### src/rtl/sramc_pkg.sv
package sramc_pkg;
  typedef enum logic [2:0] {
    ST_IDLE,
    ST_WSET,
    ST_WPUL,
    ST_WHLD,
    ST_RACC,
    ST_TURN
  } st_e;

  // which strobe closes the write window
  typedef enum logic {
    TERM_BYTE_SEL,
    TERM_WRITE_EN
  } term_e;
endpackage

### src/rtl/sramc_cnt.sv
module sramc_cnt #(
  parameter int CNT_W = 3
) (
  input  logic             clk_i,
  input  logic             rst_ni,
  input  logic             load_i,
  input  logic [CNT_W-1:0] val_i,
  output logic             done_o
);
  logic [CNT_W-1:0] cnt_q;

  always_ff @(posedge clk_i or negedge rst_ni) begin
    if (!rst_ni)             cnt_q <= '0;
    else if (load_i)         cnt_q <= val_i;
    else if (cnt_q != '0)    cnt_q <= cnt_q - 1'b1;
  end

  assign done_o = (cnt_q == '0);
endmodule

### src/rtl/sramc_fsm.sv
module sramc_fsm
  import sramc_pkg::*;
#(
  parameter int AW       = 18,
  parameter int DW       = 16,
  parameter int NB       = DW / 8,
  parameter int T_SETUP  = 1,
  parameter int T_PULSE  = 2,
  parameter int T_HOLD   = 1,
  parameter int T_ACCESS = 5,
  parameter int T_TURN   = 2
) (
  input  logic          clk_i,
  input  logic          rst_ni,
  input  logic          req_i,
  input  logic          we_i,
  input  logic [AW-1:0] addr_i,
  input  logic [DW-1:0] wdata_i,
  input  logic [NB-1:0] be_i,
  output logic          ready_o,
  output st_e           st_d_o,
  output logic [AW-1:0] addr_d_o,
  output logic [DW-1:0] wdata_d_o,
  output logic [NB-1:0] be_d_o,
  output logic [NB-1:0] be_q_o,
  output logic          cap_o,
  output logic          null_rd_o
);
  localparam int M1    = (T_SETUP > T_PULSE) ? T_SETUP : T_PULSE;
  localparam int M2    = (T_HOLD > T_ACCESS) ? T_HOLD : T_ACCESS;
  localparam int M3    = (M1 > M2) ? M1 : M2;
  localparam int T_MAX = (M3 > T_TURN) ? M3 : T_TURN;
  localparam int CNT_W = (T_MAX > 1) ? $clog2(T_MAX) : 1;
  localparam logic [CNT_W-1:0] SET_L = CNT_W'(T_SETUP - 1);
  localparam logic [CNT_W-1:0] PUL_L = CNT_W'(T_PULSE - 1);
  localparam logic [CNT_W-1:0] HLD_L = CNT_W'(T_HOLD - 1);
  localparam logic [CNT_W-1:0] ACC_L = CNT_W'(T_ACCESS - 1);
  localparam logic [CNT_W-1:0] TRN_L = CNT_W'(T_TURN - 1);

  st_e              st_q, st_d;
  logic             pend_q, pend_d;
  logic             done, ld, accept;
  logic [CNT_W-1:0] ldv;
  logic [AW-1:0]    addr_q;
  logic [DW-1:0]    wdata_q;
  logic [NB-1:0]    be_q;

  sramc_cnt #(.CNT_W(CNT_W)) i_cnt (
    .clk_i  (clk_i),
    .rst_ni (rst_ni),
    .load_i (ld),
    .val_i  (ldv),
    .done_o (done)
  );

  assign ready_o = (st_q == ST_IDLE) || (st_q == ST_WHLD && done);
  assign accept  = req_i && ready_o;

  always_comb begin
    st_d      = st_q;
    pend_d    = pend_q;
    ld        = 1'b0;
    ldv       = '0;
    null_rd_o = 1'b0;
    unique case (st_q)
      ST_IDLE: if (accept) begin
        if (be_i == '0) begin
          null_rd_o = !we_i;
        end else if (we_i) begin
          st_d = ST_WSET; ld = 1'b1; ldv = SET_L;
        end else begin
          st_d = ST_RACC; ld = 1'b1; ldv = ACC_L;
        end
      end
      ST_WSET: if (done) begin st_d = ST_WPUL; ld = 1'b1; ldv = PUL_L; end
      ST_WPUL: if (done) begin st_d = ST_WHLD; ld = 1'b1; ldv = HLD_L; end
      ST_WHLD: if (done) begin
        if (accept && we_i && be_i != '0) begin
          st_d = ST_WSET; ld = 1'b1; ldv = SET_L;
        end else begin
          st_d = ST_TURN; ld = 1'b1; ldv = TRN_L;
          if (accept && !we_i) begin
            if (be_i == '0) null_rd_o = 1'b1;
            else            pend_d    = 1'b1;
          end
        end
      end
      ST_RACC: if (done) begin st_d = ST_TURN; ld = 1'b1; ldv = TRN_L; end
      ST_TURN: if (done) begin
        if (pend_q) begin
          st_d = ST_RACC; ld = 1'b1; ldv = ACC_L; pend_d = 1'b0;
        end else begin
          st_d = ST_IDLE;
        end
      end
      default: st_d = ST_IDLE;
    endcase
  end

  assign addr_d_o  = accept ? addr_i  : addr_q;
  assign wdata_d_o = accept ? wdata_i : wdata_q;
  assign be_d_o    = accept ? be_i    : be_q;
  assign be_q_o    = be_q;
  assign st_d_o    = st_d;
  assign cap_o     = (st_q == ST_RACC) && done;

  always_ff @(posedge clk_i or negedge rst_ni) begin
    if (!rst_ni) begin
      st_q    <= ST_IDLE;
      pend_q  <= 1'b0;
      addr_q  <= '0;
      wdata_q <= '0;
      be_q    <= '0;
    end else begin
      st_q    <= st_d;
      pend_q  <= pend_d;
      addr_q  <= addr_d_o;
      wdata_q <= wdata_d_o;
      be_q    <= be_d_o;
    end
  end

  // empty-mask write leaves the sequencer idle
  a_r8_null_write_idle: assert property (@(posedge clk_i) disable iff (!rst_ni)
    (st_q == ST_IDLE && req_i && we_i && be_i == '0) |=> (st_q == ST_IDLE));

  // a started write makes the port busy
  a_r11_busy_after_write: assert property (@(posedge clk_i) disable iff (!rst_ni)
    (st_q == ST_IDLE && req_i && we_i && be_i != '0) |=> !ready_o);
endmodule

### src/rtl/sramc_pins.sv
module sramc_pins
  import sramc_pkg::*;
#(
  parameter int    AW   = 18,
  parameter int    DW   = 16,
  parameter int    NB   = DW / 8,
  parameter term_e TERM = TERM_BYTE_SEL
) (
  input  logic          clk_i,
  input  logic          rst_ni,
  input  st_e           st_d_i,
  input  logic [AW-1:0] addr_d_i,
  input  logic [DW-1:0] wdata_d_i,
  input  logic [NB-1:0] be_d_i,
  input  logic [NB-1:0] be_q_i,
  input  logic          cap_i,
  input  logic          null_rd_i,
  input  logic [DW-1:0] dq_i,
  output logic          ce_n_o,
  output logic          oe_n_o,
  output logic          we_n_o,
  output logic [NB-1:0] bs_n_o,
  output logic [AW-1:0] addr_o,
  output logic [DW-1:0] dq_o,
  output logic          dq_oe_o,
  output logic [DW-1:0] rdata_o,
  output logic          rvalid_o
);
  logic          wr_ph, rd_ph, ce_n_d, we_n_d;
  logic [NB-1:0] bs_n_d;
  logic [DW-1:0] rd_m;

  assign wr_ph  = (st_d_i == ST_WSET) || (st_d_i == ST_WPUL) || (st_d_i == ST_WHLD);
  assign rd_ph  = (st_d_i == ST_RACC);
  assign ce_n_d = !(wr_ph || rd_ph);

  if (TERM == TERM_BYTE_SEL) begin : g_bsel
    // write enable spans the whole write, byte selects frame the pulse
    assign we_n_d = !wr_ph;
    for (genvar i = 0; i < NB; i++) begin : g_lane
      assign bs_n_d[i] = !(be_d_i[i] && ((st_d_i == ST_WPUL) || rd_ph));
    end
  end else begin : g_wen
    assign we_n_d = !(st_d_i == ST_WPUL);
    for (genvar i = 0; i < NB; i++) begin : g_lane
      assign bs_n_d[i] = !(be_d_i[i] && (wr_ph || rd_ph));
    end
  end

  for (genvar i = 0; i < NB; i++) begin : g_rd
    assign rd_m[i*8 +: 8] = be_q_i[i] ? dq_i[i*8 +: 8] : 8'h00;
  end

  always_ff @(posedge clk_i or negedge rst_ni) begin
    if (!rst_ni) begin
      ce_n_o   <= 1'b1;
      oe_n_o   <= 1'b1;
      we_n_o   <= 1'b1;
      bs_n_o   <= '1;
      addr_o   <= '0;
      dq_o     <= '0;
      dq_oe_o  <= 1'b0;
      rdata_o  <= '0;
      rvalid_o <= 1'b0;
    end else begin
      ce_n_o   <= ce_n_d;
      oe_n_o   <= !rd_ph;
      we_n_o   <= we_n_d;
      bs_n_o   <= bs_n_d;
      addr_o   <= addr_d_i;
      dq_o     <= wdata_d_i;
      dq_oe_o  <= wr_ph;
      rvalid_o <= cap_i || null_rd_i;
      if (cap_i)          rdata_o <= rd_m;
      else if (null_rd_i) rdata_o <= '0;
    end
  end

  a_r5_no_contention: assert property (@(posedge clk_i) disable iff (!rst_ni)
    !(dq_oe_o && !oe_n_o));

  a_r5_oe_lead: assert property (@(posedge clk_i) disable iff (!rst_ni)
    $fell(we_n_o) |-> $past(oe_n_o));

  a_r4_we_needs_ce: assert property (@(posedge clk_i) disable iff (!rst_ni)
    !we_n_o |-> !ce_n_o);

  a_r7_read_strobes: assert property (@(posedge clk_i) disable iff (!rst_ni)
    !oe_n_o |-> (we_n_o && !ce_n_o));

  a_r6_oe_after_release: assert property (@(posedge clk_i) disable iff (!rst_ni)
    $fell(oe_n_o) |-> !$past(dq_oe_o));

  if (TERM == TERM_BYTE_SEL) begin : g_chk_bsel
    a_r10_bs_under_we: assert property (@(posedge clk_i) disable iff (!rst_ni)
      (dq_oe_o && bs_n_o != '1) |-> !we_n_o);
  end
endmodule

### src/rtl/sram_ctrl.sv
module sram_ctrl
  import sramc_pkg::*;
#(
  parameter int    ADDR_W   = 18,
  parameter int    DATA_W   = 16,
  parameter int    T_SETUP  = 1,
  parameter int    T_PULSE  = 2,
  parameter int    T_HOLD   = 1,
  parameter int    T_ACCESS = 5,
  parameter int    T_TURN   = 2,
  parameter term_e TERM     = TERM_BYTE_SEL
) (
  input  logic                 clk_i,
  input  logic                 rst_ni,
  input  logic                 req_i,
  input  logic                 we_i,
  input  logic [ADDR_W-1:0]    addr_i,
  input  logic [DATA_W-1:0]    wdata_i,
  input  logic [DATA_W/8-1:0]  be_i,
  output logic                 ready_o,
  output logic [DATA_W-1:0]    rdata_o,
  output logic                 rvalid_o,
  output logic                 sram_ce_no,
  output logic                 sram_oe_no,
  output logic                 sram_we_no,
  output logic [DATA_W/8-1:0]  sram_bs_no,
  output logic [ADDR_W-1:0]    sram_addr_o,
  output logic [DATA_W-1:0]    sram_dq_o,
  output logic                 sram_dq_oe_o,
  input  logic [DATA_W-1:0]    sram_dq_i
);
  localparam int NB = DATA_W / 8;

  st_e             st_d;
  logic [ADDR_W-1:0] addr_d;
  logic [DATA_W-1:0] wdata_d;
  logic [NB-1:0]     be_d, be_q;
  logic              cap, null_rd;

  sramc_fsm #(
    .AW(ADDR_W), .DW(DATA_W), .NB(NB),
    .T_SETUP(T_SETUP), .T_PULSE(T_PULSE), .T_HOLD(T_HOLD),
    .T_ACCESS(T_ACCESS), .T_TURN(T_TURN)
  ) i_fsm (
    .clk_i     (clk_i),
    .rst_ni    (rst_ni),
    .req_i     (req_i),
    .we_i      (we_i),
    .addr_i    (addr_i),
    .wdata_i   (wdata_i),
    .be_i      (be_i),
    .ready_o   (ready_o),
    .st_d_o    (st_d),
    .addr_d_o  (addr_d),
    .wdata_d_o (wdata_d),
    .be_d_o    (be_d),
    .be_q_o    (be_q),
    .cap_o     (cap),
    .null_rd_o (null_rd)
  );

  sramc_pins #(
    .AW(ADDR_W), .DW(DATA_W), .NB(NB), .TERM(TERM)
  ) i_pins (
    .clk_i     (clk_i),
    .rst_ni    (rst_ni),
    .st_d_i    (st_d),
    .addr_d_i  (addr_d),
    .wdata_d_i (wdata_d),
    .be_d_i    (be_d),
    .be_q_i    (be_q),
    .cap_i     (cap),
    .null_rd_i (null_rd),
    .dq_i      (sram_dq_i),
    .ce_n_o    (sram_ce_no),
    .oe_n_o    (sram_oe_no),
    .we_n_o    (sram_we_no),
    .bs_n_o    (sram_bs_no),
    .addr_o    (sram_addr_o),
    .dq_o      (sram_dq_o),
    .dq_oe_o   (sram_dq_oe_o),
    .rdata_o   (rdata_o),
    .rvalid_o  (rvalid_o)
  );

  // chip is only selected while the port is busy or finishing a write
  a_r2_standby: assert property (@(posedge clk_i) disable iff (!rst_ni)
    (ready_o && sram_dq_oe_o == 1'b0) |-> (sram_ce_no && sram_oe_no));
endmodule

### config.mk
export PLATFORM = sky130hd
export DESIGN_NAME = sram_ctrl
export DESIGN_NICKNAME = d
export VERILOG_FILES = /design/src/rtl/sramc_pkg.sv /design/src/rtl/sramc_cnt.sv /design/src/rtl/sramc_fsm.sv /design/src/rtl/sramc_pins.sv /design/src/rtl/sram_ctrl.sv
export SDC_FILE = /design/constraint.sdc
export NUM_CORES = 1
export LEC_CHECK = 0
export BUFFER_PORTS_ARGS = -buffer_cell sky130_fd_sc_hd__buf_4
export CORE_AREA = 5 5 80 82
export CTS_BUF_LIST = sky130_fd_sc_hd__clkbuf_16
export CTS_CLUSTER_SIZE = 14
export DETAILED_ROUTE_END_ITERATION = 10
export DIE_AREA = 0 0 85 87
export PLACE_DENSITY = 0.82
export SKIP_LAST_GASP = 1
export SLEW_MARGIN = 30
export SYNTH_ARGS = -nofsm -noshare
export SYNTH_HDL_FRONTEND = slang
export SYNTH_SLANG_ARGS = --single-unit
### constraint.sdc
create_clock -name clk_i -period 3 [get_ports clk_i]
set_input_delay 0.3 -clock clk_i [delete_from_list [all_inputs] [get_ports clk_i]]
set_output_delay 0.3 -clock clk_i [all_outputs]
set_load 0.1 [all_outputs]
==> impl_results.md, run 1 <==
* Initial DRC count at 59
* Most frequently used flop master after synthesis: dfrtp_1
* Dominant combinational cell family by area after synthesis: multiplexers
* Required time of the critical path at 2.70 ns
* Number of enable-type register cells in the synthesized netlist at 0
* Critical path arrival at 1.78 ns
* Nets@finish at 376
* Mean cell area of the mapped netlist at 13.7 µm²
* Adder-Cell Fraction of Synth Area at 0.907%
* Library cell contributing the largest single delay on the critical path: dfrtp_1
* Cts hold-fix bufs at 0
* Number of buffers inserted by port buffering at 113
* FFs w/ async S/R, synth at 100%
* Area of the mapped netlist at 2760 µm²
* Initial antenna violation count at 0
* Top post-synthesis cells by area: dfrtp_1 55%, mux2_2 11%, dfstp_2 4.8%, a32o_1 3.3%, a22o_1 2.5%
* Post-CTS Setup Inserts at 0
* Gates resized, CTS repair at 0
* Worst slew margin relative to its limit at 46.4%
* Highest fanout seen on the critical path at 6
* Via count of the first global-routing pass at 2,151
* Count of yosys warnings during synthesis at 0
* Aggregate global-route resource usage at 18.7%
* Ratio of routed vias to standard cells at 5.32
* Post-route DRC violation count at 0
* Pin count of the biggest net entering global routing at 67
* Clock buffers created by TritonCTS at 9
* Total overflow reported by the global router at 0
* Number of buffer and inverter instances along the worst setup path at 2
* Pre-antenna DRT Iters at 4
* Measured slew at the worst slew-check pin at 0.804 ns
* Netlist cell types at 47
* Delay contributed by the slowest stage of the critical path at 0.35 ns
* Clock Latency Late Sink at 0.32 ns
* Antenna-violating nets left at 0
* Area of the die at 7400 µm²
* Post-synthesis to final-layout area growth at 44.3%
* Floorplan Core Area at 5680 µm²
* Vertical extent of the die at 87 µm
* CTS tree: done
* Cell-by-cell trace of the critical path: inv_1 > ha_1 > nand4b_2 > a21oi_1 > buf_4
* Kind of critical path: reg2out
* First-pass GRT wire length at 10,900 µm
* Total vias in the final route at 2,116
* Multiplexer share of the synthesized area at 14.2%
* Routed met2 length at 3460 µm
* Number of sinks driven by the clock tree at 66
* GPL Wtd Cong at 0.858
* Critical Path Source Type: flop
* Most common library cells after synthesis: 61 x dfrtp_1, 28 x mux2_2, 9 x a32o_1, 9 x nand2_1, 8 x a22o_1
* DP HPWL at 5020 µm
* Fraction of layout cells with a size suffix above 1 at 52.6%
* Met1 routed wirelength after detailed routing at 2700 µm
* Number of nets in the synthesized netlist at 260
* Classification of the worst-slack hold path: in2async
* Starting utilization of the core area at 48.6%
* Clk buf depth at 2
* I/O pins at 114
* Run status: complete, no violations
* Synth Register Bits at 66
* Kind of capture point of the worst setup path: output pin
* DR WL/cell at 17.0 µm
* Slew Limit Fails at 0
* Total routed wirelength at 6760 µm
* Share of the clock period used by the worst path after layout at 69.3%
* Max-capacitance violation count at 0
* Die span in x at 85 µm
* Time the final worst path needs with I/O delays and setup at 2.08 ns
* Cell at the root of the clock tree: clkbuf_16
* Synth top area share at 55.4%
* Largest area contributor in the synthesized netlist: dfrtp_1
* Share of the synthesized area in compound gates (AO/OA/AOI/OAI) at 12.7%
* Deepest level of the CTS H-tree at 3
* Library cell with the highest instance count after synthesis: dfrtp_1
* Top sig layer: met4
* Gate count after technology mapping at 202
* Fmax achieved at 481 MHz
* Met3 WL post-DR at 516 µm
* Clock transition at path regs at 0.05 ns
* Total number of placement rows at 28
* Diode count at 0
* Number of setup violations in the final report at 0
* Filler Cells Inserted at 409
* Total count of hold-check failures in the final report at 0
* Family with the most delay on the worst path: buffers and inverters
* Final-layout setup total negative slack at 0 ns
* Setup repair after global routing missed its margin: false
* Basic-gate share of the synthesized area counting and, or, nand and nor cells at 8.26%
* Share of the yosys chip area belonging to registers at 60.1%
* Post-Synth XOR/XNOR Area at 1.27%
* Setup skew after layout at 0.00482 ns
## cell type report
type | instances | area, µm² | area share (%)
clock buffers | 9 | 225 | 5.66
inverters | 6 | 22.5 | 0.566
clock inverters | 7 | 92.6 | 2.33
well taps | 75 | 93.8 | 2.36
multi-input cells | 121 | 1030 | 25.9
repair buffers | 114 | 856 | 21.5
flip-flops and latches | 66 | 1660 | 41.7
## layout by cell type, fill, tap and decap left out, types with 2 or more instances in the layout
cell type,n
nor2_1,4
nand2b_1,4
xor2_1,2
dfrtp_1,61
o21ai_0,4
a32o_1,9
clkinvlp_4,2
nor3_1,5
mux2_1,6
ha_1,2
mux2_2,28
o32ai_1,2
nand2_1,9
a22o_1,8
xnor2_1,2
bufinv_16,2
buf_4,114
or2_2,2
o211ai_1,2
inv_1,6
a31oi_1,3
nor2b_1,4
a21oi_1,3
dfstp_2,5
clkbuf_16,9
## metrics by stage
step,std cells,util (%),hold WS (ns),area [µm²],setup slack [ns]
floorplan,202,-,0.00441,2760,0.342
global placement,382,64.5,0.440,3660,1.16
detailed placement,382,64.5,0.444,3660,1.09
CTS,398,70.1,0.102,3980,0.919
global route,398,70.1,0.134,3980,0.804
finish,398,70.1,0.0642,3980,0.922
## logic make-up (layout without fill, tap and decap cells)
family                     count (synthesis)  count (layout)
xor gates and xnor gates                   4               4
AOI/OAI and AO/OA                         42              42
muxes                                     35              35
adders and majority gates                  2               2
buffers and inverters                     15             136
and+or+nand+nor                           38              38
DFF                                       66              66
## per-layer routing
layer  track usage, %  up-vias
met5                0        -
met4             6.91        0
met3             5.30        8
met2             31.4       85
met1             23.2     1041
li1                 -      982
## final timing paths
path,cells after the start,start,slack [ns],to
setup reg to reg,4,i_fsm.st_q[0]$_DFF_PN0_,1.07,i_pins.rdata_o[10]$_DFFE_PN0P_
max in group asynchronous,1,rst_ni,2.40,i_fsm.st_q[2]$_DFF_PN0_
setup / recovery,5,i_fsm.i_cnt.cnt_q[0]$_DFFE_PN0P_,0.92,ready_o
min in group clk_i,2,wdata_i[15],0.19,i_pins.dq_o[15]$_DFFE_PN0N_
hold / removal,1,rst_ni,0.06,i_pins.rdata_o[11]$_DFFE_PN0P_
hold reg to reg,1,i_pins.dq_o[15]$_DFFE_PN0N_,0.49,i_pins.dq_o[15]$_DFFE_PN0N_
## registers in the layout, summed over array words and instances (netlist names)
name	count
i_pins.addr_o	18
i_pins.dq_o	16
i_pins.rdata_o	16
i_fsm.i_cnt.cnt_q	3
i_fsm.st_q	3
i_fsm.be_q_o	2
i_pins.bs_n_o	2
i_fsm.pend_q	1
i_pins.ce_n_o	1
i_pins.dq_oe_o	1
i_pins.oe_n_o	1
i_pins.rvalid_o	1
i_pins.we_n_o	1
Power of run 1 is left out: the tool's default activity adds up to more than one toggle a clock period on the data nets, which glitch-free logic cannot reach.
==> run 2: changes to the inputs <==
- CORE_AREA: 5 5 80 82 -> 5 5 87 89
- DIE_AREA: 0 0 85 87 -> 0 0 92 94
- PLACE_DENSITY: 0.82 -> 0.73
- clock period: 3 -> 1.85 ns (I/O delays scaled with it)
==> run 2 against run 1 <==
Compared with the run above: register-to-register slack lost 0.96 ns; utilization decreased by 7.9 points; largest cell class unchanged; via count up 1.4%; critical path depth grew 1; design area grew 4.4%; setup slack worse by 0.83 ns; flip-flop and latch count is the same; count of clock-buffer cells in the layout unchanged.
==> impl_results.md, run 2 (same netlist as run 1, synthesis figures left out) <==
* Diode count at 0
* Nets@finish at 389
* Slew Limit Fails at 0
* Die span in x at 92 µm
* Worst R2R End: i_pins.rdata_o[15]$_DFFE_PN0P_
* Multi-input gate area at 1070 µm²
* Critical path arrival at 1.57 ns
* Time the final worst path needs with I/O delays and setup at 1.76 ns
* Worst slew margin relative to its limit at 53.0%
* Critical Path Source Type: flop
* Setup repair after global routing missed its margin: false
* Run status: complete, no violations
* Cell at the root of the clock tree: clkbuf_16
* Number of setup violations in the final report at 0
* Commonest non-fill, non-tap cells in the layout: 122 x buf_4, 61 x dfrtp_1, 28 x mux2_2
* Pin count of the biggest net entering global routing at 39
* Filler Cells Inserted at 550
* Kind of critical path: reg2out
* Kind of capture point of the worst setup path: output pin
* Antenna-violating nets left at 0
* DP HPWL at 5150 µm
* Ratio of routed vias to standard cells at 5.16
* Initial DRC count at 67
* Clock Latency Late Sink at 0.32 ns
* Total overflow reported by the global router at 0
* Register with the highest flop count: i_pins.addr_o
* Required time of the critical path at 1.66 ns
* Fraction of layout cells with a size suffix above 1 at 55.4%
* Area of the die at 8650 µm²
* Post-synthesis to final-layout area growth at 50.7%
* Fmax achieved at 570 MHz
* Measured slew at the worst slew-check pin at 0.705 ns
* Final-layout setup total negative slack at 0 ns
* Aggregate global-route resource usage at 15.9%
* Vertical extent of the die at 94 µm
* Total vias in the final route at 2,145
* Initial antenna violation count at 0
* Via count of the first global-routing pass at 2,236
* Hold Crit Depth at 2
* Post-CTS Setup Inserts at 0
* Flip-flop count of the largest register after layout at 18
* Reg-to-reg slack, setup at 0.11 ns
* Classification of the worst-slack hold path: in2reg
* Floorplan Core Area at 6680 µm²
* Total routed wirelength at 6830 µm
* DR WL/cell at 16.4 µm
* Setup skew after layout at 0.00626 ns
* Start point of the worst min-delay path: wdata_i[13]
* Post-route DRC violation count at 0
* Number of buffers inserted by port buffering at 113
* Total number of placement rows at 30
* Share of the clock period used by the worst path after layout at 94.9%
* Max-capacitance violation count at 0
* Registers with the most flip-flops: i_pins.addr_o: 18 flops, i_pins.dq_o: 16 flops, i_pins.rdata_o: 16 flops
* Starting utilization of the core area at 41.3%
* Clk buf depth at 2
* Highest fanout seen on the critical path at 5
* Most common library cell in the layout ignoring fill and taps: buf_4
* I/O pins at 114
* Total area of sequential cells at 1660 µm²
* Clock transition at path regs at 0.06 ns
* Pre-antenna DRT Iters at 4
* Clock buffers created by TritonCTS at 9
* GPL Wtd Cong at 0.840
* Total count of hold-check failures in the final report at 0
* R2r startpoint: i_fsm.st_q[1]$_DFF_PN0_
* First-pass GRT wire length at 10,900 µm
* Deepest level of the CTS H-tree at 3
* Number of sinks driven by the clock tree at 66
* CTS tree: done
* Cell depth of the worst flop-to-flop path at 4
* Endpoint, Worst Hold: i_pins.dq_o[13]$_DFFE_PN0N_
==> run 2: timing repair <==
action	CTS	global route
hold buffers	1	0
hold endpoints to repair	32	0
resized for setup	6	4
setup endpoints to repair	1	11
==> run 2: final cells by class <==
cell class | instances | share of cell area (%)
Clock inverter | 7 | 2.08
Sequential cell | 66 | 39.9
Multi-Input combinational cell | 121 | 25.7
Tap cell | 80 | 2.41
Inverter | 6 | 0.542
Clock buffer | 9 | 5.42
Timing Repair Buffer | 127 | 24.0
==> run 2: per-layer routing <==
layer	share of wire, %	GRT usage, %
met2	52	26.3
met4	1.4	5.94
met3	7.1	5.53
met5	0	0
met1	40	19.1
==> run 2: worst max path at each step <==
stage                     cells past startpoint  slack (ns)                              from                        endpoint
after floorplan                               7        0.02  i_fsm.i_cnt.cnt_q[0]$_DFFE_PN0P_  i_pins.rdata_o[14]$_DFFE_PN0P_
after global placement                        6        0.08  i_fsm.i_cnt.cnt_q[0]$_DFFE_PN0P_   i_pins.rdata_o[8]$_DFFE_PN0P_
after detailed placement                      6        0.02  i_fsm.i_cnt.cnt_q[0]$_DFFE_PN0P_  i_pins.rdata_o[14]$_DFFE_PN0P_
after CTS                                     6        0.01  i_fsm.i_cnt.cnt_q[1]$_DFFE_PN0P_                         ready_o
after global routing                          4        0.02           i_fsm.st_q[1]$_DFF_PN0_  i_pins.rdata_o[10]$_DFFE_PN0P_
final                                         6        0.09  i_fsm.i_cnt.cnt_q[0]$_DFFE_PN0P_                         ready_o
==> run 2: worst max-delay path, stage by stage (launching register included) <==
cell	delay (ns)
dfrtp_1	0.37
inv_2	0.09
ha_4	0.17
nand4b_4	0.11
buf_6	0.15
a21oi_4	0.16
buf_12	0.19
==> run 2: through the flow <==
| stage | std cells | instance area (µm²) | setup slack [ns] | util [%] | hold WS (ns) |
|---|---|---|---|---|---|
| finish | 416 | 4160 | 0.0942 | 62.2 | 0.0849 |
| floorplan | 202 | 2770 | 0.0226 | - | -0.111 |
| detailed placement | 399 | 3790 | 0.0229 | 56.8 | 0.194 |
| CTS | 416 | 4140 | 0.0109 | 62.0 | 0.0810 |
| global placement | 399 | 3790 | 0.0759 | 56.8 | 0.189 |
| global route | 416 | 4160 | 0.0153 | 62.2 | 0.0811 |
Power of run 2 is left out for the same reason.
==> run 3: changes to the inputs <==
- GPL_TIMING_DRIVEN: unset -> 0
- TNS_END_PERCENT: unset -> 30
==> run 3 against run 2 <==
Compared with the run above: die area did not move; global-route usage barely moved; utilization fell by 0.56 points; via count fell by 0.42%; setup slack got worse by 0.026 ns; count of clock-buffer cells in the layout did not move; final cell count rose by 0.48%; critical path depth rose by 1; largest cell class unchanged; flip-flop and latch count did not move; register-to-register slack got worse by 0.04 ns.
==> impl_results.md, run 3 (same netlist as run 1, synthesis figures left out) <==
* Run status: complete, no violations
* Fmax achieved at 561 MHz
* Number of sinks driven by the clock tree at 66
* Total count of hold-check failures in the final report at 0
* Measured slew at the worst slew-check pin at 0.825 ns
* Worst-case setup slack after placement at -0.216 ns
* Fin worst setup slack at 0.0683 ns
* Placed inst area at 3720 µm²
* Classification of the worst-slack hold path: in2reg
* Kind of critical path: reg2reg
* Cell-by-cell trace of the critical path: inv_1 > ha_4 > nand4b_4 > a211oi_4 > a21oi_4 > buf_6 > a22o_1
* Pre-antenna DRT Iters at 4
* Nets@finish at 391
* Register with the highest flop count: i_pins.addr_o
* Registers with the most flip-flops: i_pins.addr_o: 18 flops, i_pins.dq_o: 16 flops, i_pins.rdata_o: 16 flops
* Delay contributed by the slowest stage of the critical path at 0.37 ns
* Worst slew margin relative to its limit at 45.0%
* Post-route DRC violation count at 0
* Antenna-violating nets left at 0
* Setup skew after layout at 0.00612 ns
* Library cell contributing the largest single delay on the critical path: dfrtp_1
* Total overflow reported by the global router at 0
* Filler Cells Inserted at 519
* Die span in x at 92 µm
* Vertical extent of the die at 94 µm
* Floorplan Core Area at 6680 µm²
* Flip-flop count of the largest register after layout at 18
* DR WL/cell at 16.0 µm
* Number of buffer and inverter instances along the worst setup path at 2
* Total routed wirelength at 6710 µm
* Total number of placement rows at 30
* Required time of the critical path at 2.06 ns
* Post-synthesis to final-layout area growth at 49.3%
* Clock buffers created by TritonCTS at 9
* I/O pins at 114
* Via count of the first global-routing pass at 2,247
* Multi-input gate area at 1080 µm²
* Time the final worst path needs with I/O delays and setup at 1.78 ns
* Most common library cell in the layout ignoring fill and taps: buf_4
* Highest fanout seen on the critical path at 10
* Total area of sequential cells at 1660 µm²
* GPL Wtd Cong at 0.865
* Critical Path Source Type: flop
* Starting utilization of the core area at 41.3%
* Pin count of the biggest net entering global routing at 67
* Max-capacitance violation count at 0
* Commonest non-fill, non-tap cells in the layout: 122 x buf_4, 61 x dfrtp_1, 28 x mux2_2
* Kind of capture point of the worst setup path: flop
* Initial antenna violation count at 0
* Family with the most delay on the worst path: compound AO/OA/AOI/OAI gates
* Share of the clock period used by the worst path after layout at 96.3%
* Fraction of layout cells with a size suffix above 1 at 54.7%
* Deepest level of the CTS H-tree at 3
* Number of setup violations in the final report at 0
* Area of the die at 8650 µm²
* DP HPWL at 4920 µm
* Slew Limit Fails at 0
* Ratio of routed vias to standard cells at 5.11
* First-pass GRT wire length at 10,800 µm
* Post-Route Utilization at 61.6%
* Total vias in the final route at 2,136
* Number of buffers inserted by port buffering at 113
* Cell at the root of the clock tree: clkbuf_16
* Clock Latency Late Sink at 0.32 ns
* CTS tree: done
* Setup repair after global routing missed its margin: true
* Aggregate global-route resource usage at 15.9%
* Critical path arrival at 1.99 ns
* Initial DRC count at 35
* Clk buf depth at 2
* Diode count at 0
* Summed area of non-filler cells in the final layout at 4120 µm²
* Clock transition at path regs at 0.06 ns
## run 3: path summary, 6_finish.rpt
kind / start / slack, ns / cells past startpoint / endpoint
min in group asynchronous: rst_ni / 0.50 / 2 / i_fsm.i_cnt.cnt_q[2]$_DFFE_PN0P_
hold reg to reg: i_pins.dq_o[5]$_DFFE_PN0N_ / 0.49 / 1 / i_pins.dq_o[5]$_DFFE_PN0N_
max in group asynchronous: rst_ni / 0.79 / 2 / i_pins.dq_o[8]$_DFFE_PN0N_
setup / recovery: i_fsm.i_cnt.cnt_q[1]$_DFFE_PN0P_ / 0.07 / 7 / i_pins.rdata_o[14]$_DFFE_PN0P_
setup reg to reg: i_fsm.i_cnt.cnt_q[1]$_DFFE_PN0P_ / 0.07 / 7 / i_pins.rdata_o[14]$_DFFE_PN0P_
hold / removal: wdata_i[13] / 0.07 / 2 / i_pins.dq_o[13]$_DFFE_PN0N_
## run 3: area by class of cell
class / count / share of cell area (%)
Buffer: 9 / 1.43
Clock buffer: 9 / 5.47
Clock inverter: 7 / 1.49
Inverter: 6 / 0.547
Sequential cell: 66 / 40.3
Tap cell: 80 / 2.43
Timing Repair Buffer: 120 / 22.0
Multi-Input combinational cell: 121 / 26.3
## run 3: what timing repair did
item,4_1_cts,5_1_grt
buffers inserted,2,4
endpoints found under the hold margin,2,0
pin swaps,2,2
gates resized for setup,11,3
hold buffers,1,0
endpoints found under the setup margin,47,18
## run 3: routing by layer
| layer | up-vias | routed length [µm] | track usage, % |
|---|---|---|---|
| li1 | 1013 | - | - |
| met1 | 1021 | 2600 | 18.2 |
| met2 | 89 | 3410 | 26.7 |
| met3 | 13 | 613 | 5.77 |
| met4 | 0 | 89 | 6.93 |
| met5 | - | 0 | 0 |
## run 3: metrics by stage
| step | hold WS [ns] | instances | setup TNS [ns] |
|---|---|---|---|
| 2_1_floorplan | -0.111 | 202 | 0 |
| 3_3_place_gp | 0.340 | 395 | -4.80 |
| 3_5_place_dp | 0.341 | 395 | -6.21 |
| 4_1_cts | 0.0641 | 414 | 0 |
| 5_1_grt | 0.0852 | 418 | -0.00866 |
| 6_report | 0.0711 | 418 | 0 |
Power of run 3 is left out for the same reason.
